--- config.mk ---
export PLATFORM = sky130hd
export DESIGN_NAME = pmc_ctrl
export DESIGN_NICKNAME = d
export VERILOG_FILES = /design/src/rtl/pmc_pkg.sv /design/src/rtl/pmc_fsm.sv /design/src/rtl/pmc_wake.sv /design/src/rtl/pmc_regs.sv /design/src/rtl/pmc_ctrl.sv
export SDC_FILE = /design/constraint.sdc
export NUM_CORES = 1
export LEC_CHECK = 0
export CORE_ASPECT_RATIO = 0.75
export CORE_MARGIN = 1
export CORE_UTILIZATION = 28
export CTS_CLUSTER_DIAMETER = 100
export DETAILED_ROUTE_END_ITERATION = 12
export GPL_TIMING_DRIVEN = 1
export HOLD_SLACK_MARGIN = 0.02
export MAX_ROUTING_LAYER = met4
export PLACE_DENSITY = 0.84
export SLEW_MARGIN = 40
export SYNTH_ARGS = -nofsm -noshare
export SYNTH_HDL_FRONTEND = slang
export SYNTH_HIERARCHICAL = 1
export SYNTH_SLANG_ARGS = --single-unit
--- constraint.sdc ---
create_clock -name clk -period 4.1 [get_ports clk]
set_input_delay 0.82 -clock clk [delete_from_list [all_inputs] [get_ports clk]]
set_output_delay 0.82 -clock clk [all_outputs]
set_load 0.02 [all_outputs]
--- src/rtl/pmc_pkg.sv ---
package pmc_pkg;

    typedef enum logic [1:0] {
        PS_D0 = 2'd0,
        PS_D1 = 2'd1,
        PS_D2 = 2'd2,
        PS_D3 = 2'd3
    } pstate_e;

    localparam logic SEL_CAP  = 1'b0;
    localparam logic SEL_CTRL = 1'b1;

    localparam int STATE_LSB    = 0;
    localparam int WAKE_EN_BIT  = 8;
    localparam int WAKE_ST_BIT  = 15;
    localparam int CAP_ID_LSB   = 0;
    localparam int CAP_NXT_LSB  = 8;
    localparam int CAP_D1_BIT   = 16;
    localparam int CAP_D2_BIT   = 17;
    localparam int CAP_WAKE_BIT = 18;

endpackage

--- src/rtl/pmc_fsm.sv ---
module pmc_fsm
    import pmc_pkg::*;
#(
    parameter bit D1_OK = 1'b1,
    parameter bit D2_OK = 1'b0
) (
    input  logic       clk,
    input  logic       rst_n,
    input  logic       req_valid,
    input  logic [1:0] req_code,
    output pstate_e    state_q,
    output logic       to_d0,
    output logic       clk_gate,
    output logic       func_dis
);

    pstate_e state_d;
    pstate_e req_e;

    assign req_e = pstate_e'(req_code);
    assign to_d0 = (state_d == PS_D0);

    // Next state: only deepening moves or a return to D0 are taken
    always_comb begin
        state_d = state_q;
        if (req_valid) begin
            unique case (state_q)
                PS_D0: begin
                    if ((req_e == PS_D1 && D1_OK) ||
                        (req_e == PS_D2 && D2_OK) ||
                        (req_e == PS_D3))
                        state_d = req_e;
                end
                PS_D1: begin
                    if ((req_e == PS_D0) ||
                        (req_e == PS_D2 && D2_OK) ||
                        (req_e == PS_D3))
                        state_d = req_e;
                end
                PS_D2: begin
                    if (req_e == PS_D0 || req_e == PS_D3)
                        state_d = req_e;
                end
                PS_D3: begin
                    if (req_e == PS_D0)
                        state_d = req_e;
                end
            endcase
        end
    end

    always_ff @(posedge clk or negedge rst_n) begin
        if (!rst_n)
            state_q <= PS_D0;
        else
            state_q <= state_d;
    end

    // Per-state outputs
    always_comb begin
        clk_gate = 1'b0;
        func_dis = 1'b0;
        unique case (state_q)
            PS_D0: begin
                clk_gate = 1'b0;
                func_dis = 1'b0;
            end
            PS_D1: begin
                clk_gate = 1'b0;
                func_dis = 1'b1;
            end
            PS_D2: begin
                clk_gate = 1'b1;
                func_dis = 1'b1;
            end
            PS_D3: begin
                clk_gate = 1'b1;
                func_dis = 1'b1;
            end
        endcase
    end

endmodule

--- src/rtl/pmc_wake.sv ---
module pmc_wake
    import pmc_pkg::*;
#(
    parameter bit WAKE_OK = 1'b1
) (
    input  logic    clk,
    input  logic    rst_n,
    input  pstate_e state_q,
    input  logic    next_d0,
    input  logic    en_wr,
    input  logic    en_val,
    input  logic    clr_req,
    input  logic    wake_src,
    output logic    wake_en,
    output logic    wake_st
);

    logic low_power;
    logic set_cond;

    assign low_power = (state_q == PS_D1) || (state_q == PS_D2);
    assign set_cond  = WAKE_OK && wake_src && wake_en && low_power;

    always_ff @(posedge clk or negedge rst_n) begin
        if (!rst_n)
            wake_en <= 1'b0;
        else if (en_wr)
            wake_en <= en_val;
    end

    // Return to D0 clears; a new event wins over a same-cycle clear
    always_ff @(posedge clk or negedge rst_n) begin
        if (!rst_n)
            wake_st <= 1'b0;
        else if (next_d0)
            wake_st <= 1'b0;
        else if (set_cond)
            wake_st <= 1'b1;
        else if (clr_req)
            wake_st <= 1'b0;
    end

endmodule

--- src/rtl/pmc_regs.sv ---
module pmc_regs
    import pmc_pkg::*;
#(
    parameter int         DATA_W   = 32,
    parameter logic [7:0] CAP_ID   = 8'h01,
    parameter logic [7:0] NEXT_PTR = 8'h00,
    parameter bit         D1_OK    = 1'b1,
    parameter bit         D2_OK    = 1'b0,
    parameter bit         WAKE_OK  = 1'b1
) (
    input  logic              cfg_wr,
    input  logic              cfg_sel,
    input  logic [DATA_W-1:0] cfg_wdata,
    input  pstate_e           state_q,
    input  logic              wake_en,
    input  logic              wake_st,
    output logic              ctrl_wr,
    output logic [1:0]        req_code,
    output logic              en_val,
    output logic              clr_req,
    output logic [DATA_W-1:0] rdata
);

    logic [DATA_W-1:0] cap_word;
    logic [DATA_W-1:0] ctrl_word;
    logic              unused_wdata;

    assign ctrl_wr      = cfg_wr && (cfg_sel == SEL_CTRL);
    assign req_code     = cfg_wdata[STATE_LSB +: 2];
    assign en_val       = cfg_wdata[WAKE_EN_BIT];
    assign clr_req      = ctrl_wr && cfg_wdata[WAKE_ST_BIT];
    assign unused_wdata = ^cfg_wdata;

    always_comb begin
        cap_word                        = '0;
        cap_word[CAP_ID_LSB +: 8]       = CAP_ID;
        cap_word[CAP_NXT_LSB +: 8]      = NEXT_PTR;
        cap_word[CAP_D1_BIT]            = D1_OK;
        cap_word[CAP_D2_BIT]            = D2_OK;
        cap_word[CAP_WAKE_BIT]          = WAKE_OK;
    end

    always_comb begin
        ctrl_word                       = '0;
        ctrl_word[STATE_LSB +: 2]       = state_q;
        ctrl_word[WAKE_EN_BIT]          = wake_en;
        ctrl_word[WAKE_ST_BIT]          = wake_st;
    end

    assign rdata = (cfg_sel == SEL_CTRL) ? ctrl_word : cap_word;

endmodule

--- src/rtl/pmc_ctrl.sv ---
module pmc_ctrl
    import pmc_pkg::*;
#(
    parameter int         DATA_W       = 32,
    parameter logic [7:0] CAP_ID       = 8'h01,
    parameter logic [7:0] NEXT_PTR     = 8'h00,
    parameter bit         D1_SUPPORT   = 1'b1,
    parameter bit         D2_SUPPORT   = 1'b0,
    parameter bit         WAKE_SUPPORT = 1'b1
) (
    input  logic              clk,
    input  logic              rst_n,
    input  logic              cfg_wr,
    input  logic              cfg_sel,
    input  logic [DATA_W-1:0] cfg_wdata,
    output logic [DATA_W-1:0] cfg_rdata,
    input  logic              wake_src,
    output logic [1:0]        pwr_state,
    output logic              clk_gate,
    output logic              func_disable,
    output logic              wake_n
);

    pstate_e    state_q;
    logic       to_d0;
    logic       ctrl_wr;
    logic [1:0] req_code;
    logic       en_val;
    logic       clr_req;
    logic       wake_en;
    logic       wake_st;

    pmc_regs #(
        .DATA_W  (DATA_W),
        .CAP_ID  (CAP_ID),
        .NEXT_PTR(NEXT_PTR),
        .D1_OK   (D1_SUPPORT),
        .D2_OK   (D2_SUPPORT),
        .WAKE_OK (WAKE_SUPPORT)
    ) u_regs (
        .cfg_wr   (cfg_wr),
        .cfg_sel  (cfg_sel),
        .cfg_wdata(cfg_wdata),
        .state_q  (state_q),
        .wake_en  (wake_en),
        .wake_st  (wake_st),
        .ctrl_wr  (ctrl_wr),
        .req_code (req_code),
        .en_val   (en_val),
        .clr_req  (clr_req),
        .rdata    (cfg_rdata)
    );

    pmc_fsm #(
        .D1_OK(D1_SUPPORT),
        .D2_OK(D2_SUPPORT)
    ) u_fsm (
        .clk      (clk),
        .rst_n    (rst_n),
        .req_valid(ctrl_wr),
        .req_code (req_code),
        .state_q  (state_q),
        .to_d0    (to_d0),
        .clk_gate (clk_gate),
        .func_dis (func_disable)
    );

    pmc_wake #(
        .WAKE_OK(WAKE_SUPPORT)
    ) u_wake (
        .clk     (clk),
        .rst_n   (rst_n),
        .state_q (state_q),
        .next_d0 (to_d0),
        .en_wr   (ctrl_wr),
        .en_val  (en_val),
        .clr_req (clr_req),
        .wake_src(wake_src),
        .wake_en (wake_en),
        .wake_st (wake_st)
    );

    assign pwr_state = state_q;
    assign wake_n    = ~wake_st;

endmodule

==> impl_metrics.toml, run 1 <==
[run_status]
status = "complete, no violations"

[floorplan]
fp.dieW_um = 56.53
row_count = 14
core_area_um2 = 2049
initial_core_util_pct = 30.46
die_h_um = 42.90
ioPinCount = 74
dieArea_um2 = 2425

[clock_tree]
htree_levels = 1
ctsHoldBuffers = 0
post-cts-setup-buffer-count = 0
cts_tree = "done"
cts_resized = 0
clock_latency_ns = 0.24
cts_made_buffers = 3
clock_path_buffers = 2
cts.sinks = 4
cts_root_buf = "clkbuf_4"
cts.clk_slew.worst_paths_ns = 0.04

[sta]
slew_violations = 0
grt_setup_unrepaired = "false"
fin_tns_setup_ns = 0
fin_crit_ns = 2.983
clock-skew-final_ns = 0.005303
max_freq_ghz = 0.3352
hold_violations = 0
fin_crit_sh_pct = 72.77
setup_viol = 0

[layout]
final_nets = 138
drive_above_1_share_pct = 10.64
diodes = 0
area_growth_pct = 17.84
fin_area_um2 = 735.7
final_core_util_pct = 35.90

[critical_path]
critPathRequiredTime_ns = 3.28
cp_num_buf_inv = 2
critPathSlowestCell = "clkdlybuf4s50_1"
cpPeakStageDelay_ns = 0.61
crit_arrival_ns = 2.16
path_max_fanout = 7
crit_top_cell = "clkdlybuf4s50_1"
cp-start-kind = "input port"
cp-end-kind = "primary output"
worstPathCellList = "clkdlybuf4s50_1 > and2_2 > clkdlybuf4s50_1"
crit_family = "buffers and inverters"
crit_type = "in -> out"

[grt]
gr-usage-all-layers_pct = 9.467
overflow = 0
grt_pass1_wl_um = 1711
grt_max_degree = 10
first_global_vias = 385
antenna_found_initial = 0

[logic_synthesis]
ys_top_cells_by_count = "buf_4, inv_1, ha_1"
synth_seq_cells = 4
netlist_top_cells_area = "buf_4, dfrtp_1, ha_1"
netlist.area_leader.share_pct = 36.07
async_reset_ff_share_pct = 100.0
avgSynthCellArea_um2 = 8.108
ys_warn_count = 6
synth_cells = 77
yosysMostFrequentCell = "buf_4"
synth_edf_count = 0
synthDistinctLibCells = 23
yosysTopAreaCell = "buf_4"
synth-main-ff-cell = "dfrtp_1"
yosysSeqAreaShare_pct = 16.03
netlist_area_um2 = 624.3

[placement]
placed_area_um2 = 713.2
io_buffers = 19
place_hpwl_um = 916.1
gp_congestion = 0.7548

[routing]
viasPerCell = 4.059
avgRoutedWirePerCell_um = 9.314
dr.pass1.iters = 4
routed_wl_um = 1099
ant_nets = 0
via_count = 479
drc_errors = 0
drtIter0Drc = 8

[power]
leakagePower_nw = 0.3703
power.density_nw_per_um2 = 528.1
ir_drop_uv = 306.0

[job]
maxCapViolCount = 0

[hold_path]
hp-class = "reg -> reg"
-- placed cells by master (no fill, tap or decap), drive strengths merged, types with 2 or more instances in the layout --
cell / n
inv: 9
nand2: 3
ha: 5
conb: 26
nand2b: 2
clkbuf: 3
clkdlybuf4s50: 19
o22ai: 2
and2: 4
dfrtp: 4
nand3b: 3
nor2: 2
mux2i: 2
-- per-stage QoR --
stage	power (mW)	hold WS [ns]	cells	worst slack, ns
global route	0.4141	0.5303	118	1.056
detailed placement	0.3358	0.5111	115	1.101
CTS	0.3883	0.5188	118	1.095
finish	0.3885	0.5179	118	1.117
floorplan	0.2605	0.4699	102	1.936
global placement	0.3264	0.5052	115	1.147
-- kinds of logic (layout without fill, tap and decap cells) --
group	Yosys count	in the layout	synth area share [%]
fa+ha+maj	5	5	10.02
other cells	1	26	0.6006
buf+inv	39	31	41.48
compound gates	8	8	9.017
simple gates	16	16	15.83
xor+xnor	1	1	1.403
mux	3	3	5.611
flops	4	4	16.03
-- cell type report --
cell class / count / area (um2)
clock buffers: 3 / 22.52
fillers: 207 / 1314
inverters: 9 / 33.78
multi-input cells: 59 / 359.1
flip-flops and latches: 4 / 100.1
well taps: 24 / 30.03
repair buffers: 19 / 190.2
-- flip-flops by register name, indices dropped and copies added, names as in the netlist --
signal and flops:
u_fsm/state_q 2, u_wake/wake_en 1, u_wake/wake_st 1
-- routing by layer --
layer	global-route usage (%)	wire length, um
met3	3.963	136
met4	2.927	0
met2	14.59	545
met5	-	0
met1	11.25	417
-- path summary, 6_finish.rpt --
path | start | endpoint | slack [ns] | depth (start not counted)
setup / recovery | cfg_sel | cfg_rdata[15] | 1.12 | 3
hold / removal | u_wake/wake_st | u_wake/wake_st | 0.52 | 1
setup reg to reg | u_fsm/state_q[1] | u_wake/wake_st | 2.22 | 8
hold reg to reg | u_wake/wake_st | u_wake/wake_st | 0.52 | 1
max in group asynchronous | rst_n | u_fsm/state_q[1] | 3.15 | 1
min in group asynchronous | rst_n | u_wake/wake_st | 0.78 | 1
-- worst register-to-register path: stages (launching register included) --
cell	delay, ns
dfrtp_1	0.51
inv_1	0.13
ha_1	0.32
nand3b_1	0.11
o22ai_1	0.07
a221o_1	0.31
nor2_2	0.13
nand3b_1	0.12
o2bb2ai_1	0.07
-- report_power, final --
| group | leakage (nW) | switching, mW | internal (mW) |
|---|---|---|---|
| clock | 0.0138 | 0.0172 | 0.0328 |
| sequential | 0.0479 | 0.0232 | 0.0542 |
| combinational | 0.309 | 0.140 | 0.121 |
| total | 0.370 | 0.180 | 0.209 |
Note: power is estimated with default switching activity, not from simulation.
==> run 2: changes to the inputs <==
--- a/config.mk
+++ b/config.mk
@@ -7,13 +7,13 @@
 export LEC_CHECK = 0
 export CORE_ASPECT_RATIO = 0.75
 export CORE_MARGIN = 1
-export CORE_UTILIZATION = 28
+export CORE_UTILIZATION = 24
 export CTS_CLUSTER_DIAMETER = 100
 export DETAILED_ROUTE_END_ITERATION = 12
 export GPL_TIMING_DRIVEN = 1
 export HOLD_SLACK_MARGIN = 0.02
 export MAX_ROUTING_LAYER = met4
-export PLACE_DENSITY = 0.84
+export PLACE_DENSITY = 0.77
 export SLEW_MARGIN = 40
 export SYNTH_ARGS = -nofsm -noshare
 export SYNTH_HDL_FRONTEND = slang
==> constraint.sdc (replaced) <==
create_clock -name clk -period 2.55 [get_ports clk]
set_input_delay 0.51 -clock clk [delete_from_list [all_inputs] [get_ports clk]]
set_output_delay 0.51 -clock clk [all_outputs]
set_load 0.02 [all_outputs]
==> impl_metrics.toml, run 2 (same netlist as run 1, synthesis figures left out) <==
[critical_path]
cp-end-kind = "primary output"
critPathRequiredTime_ns = 2.04
crit_arrival_ns = 1.88
reg2reg_slack_ns = 0.71
path_max_fanout = 7
crit_type = "in -> out"
cp-start-kind = "input port"

[grt]
first_global_vias = 357
antenna_found_initial = 0
gr-usage-all-layers_pct = 8.108
grt_max_degree = 10
grt_pass1_wl_um = 1566
overflow = 0

[routing]
drtIter0Drc = 6
avgRoutedWirePerCell_um = 8.445
dr.pass1.iters = 3
viasPerCell = 3.570
via_count = 457
routed_wl_um = 1081
drc_errors = 0
ant_nets = 0

[floorplan]
ioPinCount = 74
dieArea_um2 = 2812
initial_core_util_pct = 26.19
fp.dieW_um = 60.90
core_area_um2 = 2384
row_count = 15
die_h_um = 46.17

[sta]
grt_setup_unrepaired = "false"
hold_violations = 0
clock-skew-final_ns = 0.001031
fin_tns_setup_ns = 0
setup_viol = 0
holdWs_ns = 0.4748
fin_crit_sh_pct = 93.56
slew_violations = 0
fin_crit_ns = 2.386
max_freq_ghz = 0.4191

[placement]
dp_cells = 125
placed_area_um2 = 725.7
gp_congestion = 0.7600
io_buffers = 19
place_hpwl_um = 938.8

[clock_tree]
cts.sinks = 4
cts_root_buf = "clkbuf_4"
cts_resized = 0
ctsHoldBuffers = 0
cts_tree = "done"
clock_path_buffers = 2
cts_made_buffers = 3
post-cts-setup-buffer-count = 0
cts.clk_slew.worst_paths_ns = 0.04
clock_latency_ns = 0.23
htree_levels = 1

[layout]
area_growth_pct = 19.84
diodes = 0
final_common_cell = "conb_1"
largest-register = "u_fsm/state_q"
drive_above_1_share_pct = 10.64
final_core_util_pct = 31.39
final_cells = 128
final_cell_mix = "conb_1, clkdlybuf4s50_1, inv_1"
fin_area_um2 = 748.2
final_nets = 138
largest_reg_flops = 2
largest_registers = "u_fsm/state_q x2, u_wake/wake_en x1, u_wake/wake_st x1"

[power]
leakagePower_nw = 0.3703
ir_drop_uv = 169.5
power.density_nw_per_um2 = 823.9

[hold_path]
hp-class = "in -> async"

[run_status]
status = "complete, no violations"

[job]
maxCapViolCount = 0
## run 2: routing by layer
metal / GRT usage [%] / share of wire (%) / wire length [um]
met1: 10.05 / 46 / 496
met2: 12.53 / 51 / 550
met3: 2.528 / 3.1 / 33
met4: 2.727 / 0 / 0
met5: - / 0 / 0
## run 2: area by class of cell
| cell class | count | area [um2] |
|---|---|---|
| Clock buffer | 3 | 22.52 |
| Fill cell | 258 | 1635 |
| Inverter | 9 | 33.78 |
| Multi-Input combinational cell | 59 | 359.1 |
| Sequential cell | 4 | 100.1 |
| Tap cell | 34 | 42.54 |
| Timing Repair Buffer | 19 | 190.2 |
## run 2: critical path, cell delays in order
cell             delay (ns)
clkdlybuf4s50_1        0.58
and2_2                 0.19
clkdlybuf4s50_1        0.60
## run 2: worst paths after layout
kind / start / end / cells past startpoint
worst max register to register: u_fsm/state_q[1] / u_wake/wake_st / 8
worst max-delay path: cfg_sel / cfg_rdata[15] / 3
worst min-delay path: rst_n / u_wake/wake_st / 1
min in group clk: u_wake/wake_st / u_wake/wake_st / 1
max in group asynchronous: rst_n / u_fsm/state_q[0] / 1
worst min register to register: u_wake/wake_st / u_wake/wake_st / 1
## run 2: metrics by stage
stage / worst slack (ns) / total power [mW]
4_1_cts: 0.1539 / 0.6252
3_3_place_gp: 0.1860 / 0.5300
5_1_grt: 0.09620 / 0.6723
6_report: 0.1642 / 0.6165
2_1_floorplan: 0.6955 / 0.4188
3_5_place_dp: 0.1023 / 0.5417
## run 2: report_power, final
group | switching (mW) | internal (mW)
sequential | 0.0399 | 0.0872
combinational | 0.218 | 0.194
clock | 0.0247 | 0.0526
total | 0.282 | 0.334
